==> config.mk <==
export PLATFORM = sky130hd
export DESIGN_NAME = rx_pad_aligner
export DESIGN_NICKNAME = d
export VERILOG_FILES = /design/src/rtl/rx_pad_pkg.sv /design/src/rtl/rx_pad_ctrl.sv /design/src/rtl/rx_pad_dpath.sv /design/src/rtl/rx_pad_aligner.sv
export SDC_FILE = /design/constraint.sdc
export NUM_CORES = 1
export LEC_CHECK = 0
export BUFFER_PORTS_ARGS = -buffer_cell sky130_fd_sc_hd__buf_2
export CORE_MARGIN = 2
export CORE_UTILIZATION = 55
export CTS_BUF_LIST = sky130_fd_sc_hd__clkbuf_16
export DETAILED_ROUTE_END_ITERATION = 7
export PLACE_DENSITY = 0.91
export SLEW_MARGIN = 0
export SYNTH_ARGS = -nofsm -noshare
export SYNTH_HDL_FRONTEND = slang
export SYNTH_HIERARCHICAL = 1
export SYNTH_SLANG_ARGS = --single-unit
==> constraint.sdc <==
create_clock -name clk -period 4.4 [get_ports clk]
set_input_delay 0 -clock clk [delete_from_list [all_inputs] [get_ports clk]]
set_output_delay 0 -clock clk [all_outputs]
set_load 0.1 [all_outputs]
==> src/rtl/rx_pad_pkg.sv <==
package rx_pad_pkg;
  // Strobes from control to datapath, valid for one cycle.
  typedef struct packed {
    logic capHead;   // load first output word of a frame
    logic capBody;   // load a shifted continuation word
    logic finalNow;  // loaded word closes the frame
    logic emitSpill; // load the extra tail word
  } padCtl_t;
endpackage

==> src/rtl/rx_pad_ctrl.sv <==
module rx_pad_ctrl
  import rx_pad_pkg::*;
#(
  parameter int LANES = 8,
  parameter int PAD   = 6,
  parameter int OCC_W = $clog2(LANES)
) (
  input  logic             clk,
  input  logic             rst,
  input  logic             clear,
  input  logic             inValid,
  input  logic             inSof,
  input  logic             inEof,
  input  logic [OCC_W-1:0] inOcc,
  input  logic             outReady,
  output logic             inReady,
  output logic             outValid,
  output logic             spillPending,
  output padCtl_t          ctl
);
  localparam int HEAD = LANES - PAD;  // frame bytes that fit in the head word

  logic outValidQ, inFrameQ, spillQ;
  logic advance, take, shortTail;
  logic [OCC_W:0] tailCount;

  assign advance   = !outValidQ || outReady;
  assign inReady   = advance && !spillQ;
  assign take      = inValid && inReady && (inSof || inFrameQ) && !clear;
  assign tailCount = (inOcc == '0) ? (OCC_W+1)'(LANES) : {1'b0, inOcc};
  assign shortTail = tailCount <= (OCC_W+1)'(HEAD);

  always_comb begin
    ctl.capHead   = take && inSof;
    ctl.capBody   = take && !inSof;
    ctl.finalNow  = take && inEof && shortTail;
    ctl.emitSpill = spillQ && advance && !clear;
  end

  always_ff @(posedge clk) begin
    if (rst || clear) begin
      outValidQ <= 1'b0;
      inFrameQ  <= 1'b0;
      spillQ    <= 1'b0;
    end else begin
      if (take) inFrameQ <= !inEof;
      if (ctl.emitSpill) spillQ <= 1'b0;
      else if (take && inEof && !shortTail) spillQ <= 1'b1;
      if (take || ctl.emitSpill) outValidQ <= 1'b1;
      else if (outReady) outValidQ <= 1'b0;
    end
  end

  assign outValid     = outValidQ;
  assign spillPending = spillQ;

  // clear empties the output stage and the pending tail
  assert_clear_drops_R8: assert property (@(posedge clk) disable iff (rst)
    clear |=> !outValidQ && !spillQ);

  // a pending tail word always turns into a valid output word
  assert_spill_emits_R5: assert property (@(posedge clk) disable iff (rst)
    spillQ && advance && !clear |=> outValidQ && !spillQ);

  // a word without start outside a frame never makes output
  assert_orphan_ignored_R9: assert property (@(posedge clk) disable iff (rst)
    !inFrameQ && !spillQ && inValid && inReady && !inSof && !clear && !outValidQ |=> !outValidQ);
endmodule

==> src/rtl/rx_pad_dpath.sv <==
module rx_pad_dpath
  import rx_pad_pkg::*;
#(
  parameter int           LANES      = 8,
  parameter int           PAD        = 6,
  parameter int           OCC_W      = $clog2(LANES),
  parameter logic [7:0]   PORT_LABEL = 8'hA5
) (
  input  logic               clk,
  input  logic               rst,
  input  padCtl_t            ctl,
  input  logic [LANES*8-1:0] inData,
  input  logic [OCC_W-1:0]   inOcc,
  input  logic               inErr,
  output logic [LANES*8-1:0] outData,
  output logic [OCC_W:0]     outUser,
  output logic               outLast
);
  localparam int W      = LANES * 8;
  localparam int HEAD_W = (LANES - PAD) * 8;
  localparam int CARRY_W = PAD * 8;

  logic [W-1:0]       dataQ;
  logic [OCC_W:0]     userQ, tailUserQ, tailUser;
  logic               lastQ;
  logic [CARRY_W-1:0] carryQ;

  // occupancy wraps naturally because LANES is a power of two
  assign tailUser = {inErr, inOcc + OCC_W'(PAD)};

  always_ff @(posedge clk) begin
    if (rst) begin
      dataQ     <= '0;
      userQ     <= '0;
      lastQ     <= 1'b0;
      carryQ    <= '0;
      tailUserQ <= '0;
    end else if (ctl.capHead || ctl.capBody) begin
      if (ctl.capHead)
        dataQ <= {PORT_LABEL, {(PAD-1)*8{1'b0}}, inData[W-1 -: HEAD_W]};
      else
        dataQ <= {carryQ, inData[W-1 -: HEAD_W]};
      carryQ    <= inData[CARRY_W-1:0];
      lastQ     <= ctl.finalNow;
      userQ     <= ctl.finalNow ? tailUser : '0;
      tailUserQ <= tailUser;
    end else if (ctl.emitSpill) begin
      dataQ <= {carryQ, {HEAD_W{1'b0}}};
      lastQ <= 1'b1;
      userQ <= tailUserQ;
    end
  end

  assign outData = dataQ;
  assign outUser = userQ;
  assign outLast = lastQ;

  // a head load places the label and the zero pad at the top of the word
  assert_head_label_R2: assert property (@(posedge clk) disable iff (rst)
    ctl.capHead |=> outData[W-1 -: 8] == PORT_LABEL && outData[W-9 -: (PAD-1)*8] == '0);

  // the extra tail word always closes the frame with empty low lanes
  assert_spill_last_R5: assert property (@(posedge clk) disable iff (rst)
    ctl.emitSpill |=> outLast && outData[HEAD_W-1:0] == '0);
endmodule

==> src/rtl/rx_pad_aligner.sv <==
module rx_pad_aligner
  import rx_pad_pkg::*;
#(
  parameter int         LANES      = 8,  // power of two
  parameter int         PAD        = 6,  // 1 .. LANES-1
  parameter logic [7:0] PORT_LABEL = 8'hA5,
  localparam int        W          = LANES * 8,
  localparam int        OCC_W      = $clog2(LANES)
) (
  input  logic             clk,
  input  logic             rst,
  input  logic             clear,
  input  logic [W-1:0]     inData,
  input  logic [OCC_W-1:0] inOcc,
  input  logic             inSof,
  input  logic             inEof,
  input  logic             inErr,
  input  logic             inValid,
  output logic             inReady,
  output logic [W-1:0]     outData,
  output logic [OCC_W:0]   outUser,
  output logic             outLast,
  output logic             outValid,
  input  logic             outReady
);
  padCtl_t ctl;
  logic    spillPending;

  rx_pad_ctrl #(.LANES(LANES), .PAD(PAD), .OCC_W(OCC_W)) u_ctrl (
    .clk(clk), .rst(rst), .clear(clear),
    .inValid(inValid), .inSof(inSof), .inEof(inEof), .inOcc(inOcc),
    .outReady(outReady), .inReady(inReady), .outValid(outValid),
    .spillPending(spillPending), .ctl(ctl)
  );

  rx_pad_dpath #(.LANES(LANES), .PAD(PAD), .OCC_W(OCC_W), .PORT_LABEL(PORT_LABEL)) u_dpath (
    .clk(clk), .rst(rst), .ctl(ctl),
    .inData(inData), .inOcc(inOcc), .inErr(inErr),
    .outData(outData), .outUser(outUser), .outLast(outLast)
  );

  // a stalled word holds and no input is taken
  assert_hold_stable_R7: assert property (@(posedge clk) disable iff (rst)
    outValid && !outReady && !clear |=> outValid && $stable(outData) && $stable(outUser) && $stable(outLast));

  assert_stall_blocks_R7: assert property (@(posedge clk) disable iff (rst)
    outValid && !outReady |-> !inReady);

  // sideband is empty on words that do not close a frame
  assert_user_zero_R4: assert property (@(posedge clk) disable iff (rst)
    outValid && !outLast |-> outUser == '0);

  // while a tail word is pending the visible word is not the last
  assert_spill_notlast_R5: assert property (@(posedge clk) disable iff (rst)
    spillPending |-> outValid && !outLast);
endmodule

==> results by group <==
Outcome
  – Status: finished, final reports clean

Setup path
  – WS Path Type: reg -> reg
  – Register-to-Register Path Depth: 6
  – Worst-path maximum fanout: about 120
  – Worst setup EP type: flop
  – CP arrival: 2.92 ns
  – Critical Path RT: about 4.7 ns
  – Reg-to-Reg Start: u_ctrl/outValid$_SDFFE_PP0P_
  – Reg2reg setup slack: 1.78 ns
  – Critical path origin: u_ctrl/outValid$_SDFFE_PP0P_
  – FF-to-FF End: u_dpath/outData[41]$_SDFFE_PP0P_
  – Startpoint Class: flop

CTS
  – CTS tree: yes
  – CTS buffer count: 17
  – Root buf cell: clkbuf_16
  – Resize count post-CTS: 0
  – Clk buf depth: 2
  – Clock latency on the worst-skew pair: 0.40 ns
  – Clock-pin slew on the worst setup and hold paths: 0.06 ns
  – CTS Sinks: 124
  – H-Tree Depth: 4

Global routing
  – Remaining global-route overflow: 0
  – Vias in the first global route: 4422
  – Largest net degree at the start of global routing: about 120
  – First-pass GRT wire length: between 20000 and 25000 um
  – Initial antenna violation count: 0
  – Gr usage total: 28.4%

Timing
  – Fin crit share: 59.7%
  – Clk_skew: about 0.016 ns
  – Final Setup Violations: 0
  – Peak Freq: around 0.38 GHz
  – Post-route setup TNS: 0 ns
  – Final Hold Fails: 0
  – Slew margin rel.: about 31%
  – Tightest Pin Transition: just over 1 ns
  – RSZ-0062 raised after global routing: false
  – Tmin final: 2.62 ns
  – Slew Viols, Final: 0

Yosys
  – Netlist cell types: 39
  – EDFF count, synth: 0
  – Synthesized area: about 4700 um^2
  – Cells after synthesis: 459
  – Synth Area per Inst: between 10 and 15 um^2
  – Seq/Total Area, Yosys: 52.4%
  – Dominant cell type by area after synthesis: dfxtp_1
  – Synth area leaders: dfxtp_1 52%, or3b_2 10%, a32o_1 8.2%
  – Number of synthesized register bits: 124
  – Yosys top cell area share: 52.4%
  – Primary FF master, synth: dfxtp_1
  – Post-Syn Nets: 534
  – Synth Warn #: 6
  – Ys async rst share: 0%

Floorplan
  – I/O pins: 146
  – Core area: 8300 um^2
  – Initial Util: between 50% and 60%
  – Die area: 9360 um^2
  – Chip width: 96.8 um
  – Std cell rows: 33
  – Die outline height: 96.8 um

Min path
  – HP Start: inSof
  – Hold Path Class: in -> reg
  – WHS Path Cells: 3
  – Worst Hold Path EP: u_ctrl/outValid$_SDFFE_PP0P_

Drt
  – Number of detailed-route iterations in the first pass: 5
  – DRC: 0
  – Antenna viol nets, final: 0
  – Vias/cell: 5.85
  – Final WL: 13300 um
  – Vias: 4471
  – DR iter-0 viols: ~250
  – Wire length per cell: 17.4 um

Pwr
  – Max IR drop VDD: 0.000339 V
  – Leak Pwr: around 2.8 nW
  – PD cells: 443 nW/um^2

Placed design
  – Input/output buffers: 145
  – Post-DP HPWL: 7090 um
  – GP Congestion: 0.752

Final layout
  – Ant. Diodes: 0
  – Fin util: approximately four fifths
  – Synthesis-to-finish area growth: 41.9%
  – Nets: 722
  – Fillers: about 500
  – Layout cells sized above 1: 38.1%

Flow run
  – Max_cap viols: 0
-- cells by family after synthesis --
kind of cell           count (synthesis)  synth area share, %
AO/OA/AOI/OAI                        186                 26.3
XOR/XNOR                               2                0.370
flip-flops                           124                 52.4
multiplexers                           1                0.211
AND/OR/NAND/NOR                       92                 15.0
buffers and inverters                 54                 5.60
-- final cells by class --
type	count	area [um^2]	area share [%]
Sequential cell	124	2480	37.0
Clock buffer	17	425	6.34
Clock inverter	14	195	2.91
Multi-Input combinational cell	281	2000	29.8
Inverter	2	7.51	0.112
Timing Repair Buffer	221	1470	21.9
Tap cell	105	131	1.96
-- layer usage --
layer	share of wire, %	GRT usage (%)	vias up
met5	0	0	-
met4	0.96	9.21	0
met3	6.4	7.95	12
met2	52	49.1	184
met1	41	34.2	2171
li1	-	-	2104
-- cells in the mapped netlist, types with 3 or more instances --
master and count:
dfxtp_1 124, buf_2 8, a22o_1 16, a32o_1 39
nand2b_1 6, buf_6 7, nor2_1 7, or3b_2 55
a221oi_1 3, or2_2 3, a211oi_1 9, o21ai_1 7
o21ai_0 49, nor4_1 6, a21oi_1 56, clkbuf_1 37
nor3_1 3
-- metrics by stage --
stage          cell area, um^2  worst slack, ns  cells  hold WS (ns)  power, mW
2_1_floorplan             4730             1.27    459        0.0996       1.43
3_3_place_gp              5400             2.01    664         0.211       1.49
3_5_place_dp              5400             1.92    664         0.214       1.49
4_1_cts                   6720             1.89    764        0.0298       2.98
5_1_grt                   6720             1.59    764        0.0235       3.07
6_report                  6720             1.78    764        0.0405       2.98
-- worst max path at each step --
stage / end / depth (start not counted)
after floorplan: u_dpath/outData[38]$_SDFFE_PP0P_ / 8
after detailed placement: u_dpath/outData[17]$_SDFFE_PP0P_ / 6
after CTS: u_dpath/outData[17]$_SDFFE_PP0P_ / 6
final: u_dpath/outData[41]$_SDFFE_PP0P_ / 6
after global routing: u_dpath/outData[45]$_SDFFE_PP0P_ / 6
after global placement: u_dpath/outData[49]$_SDFFE_PP0P_ / 6
-- report_power, final --
part	internal, mW	switching, mW	leakage (nW)	total, mW
clock	0.945	0.502	0.293	1.45
sequential	1.16	0.0193	1.01	1.18
combinational	0.126	0.221	1.47	0.348
total	2.23	0.743	2.77	2.98
-- sequential cells by signal (all words and copies together), names as in the netlist --
name                 flops
u_dpath/tailUserQ        4
u_ctrl/spillPending      1
u_dpath/outLast          1
u_ctrl/outValid          1
u_ctrl/inFrameQ          1
u_dpath/carryQ          48
u_dpath/outData         64
u_dpath/outUser          4
-- critical path, cell delays in order, from the launching register on --
cell and delay [ns]:
dfxtp_1 0.32, and2b_4 0.19, nor2_2 0.16, and3_4 0.90
nor2_2 0.28, buf_4 0.34, a32o_1 0.30
-- layout by cell type, fill, tap and decap left out, types with 7 or more instances in the layout --
| cell | n |
|---|---|
| buf_2 | 145 |
| o21ai_0 | 49 |
| a211oi_1 | 9 |
| buf_4 | 7 |
| clkbuf_16 | 17 |
| a32o_1 | 39 |
| o21ai_1 | 7 |
| a21oi_1 | 56 |
| dlygate4sd3_1 | 69 |
| a22o_1 | 16 |
| dfxtp_1 | 124 |
| or3b_2 | 55 |
-- timing repair --
item                                   4_1_cts  5_1_grt
endpoints found under the hold margin       73        0
hold buffers                                69        0
setup buffers                                0        0
(Power assumes the default switching activity.)
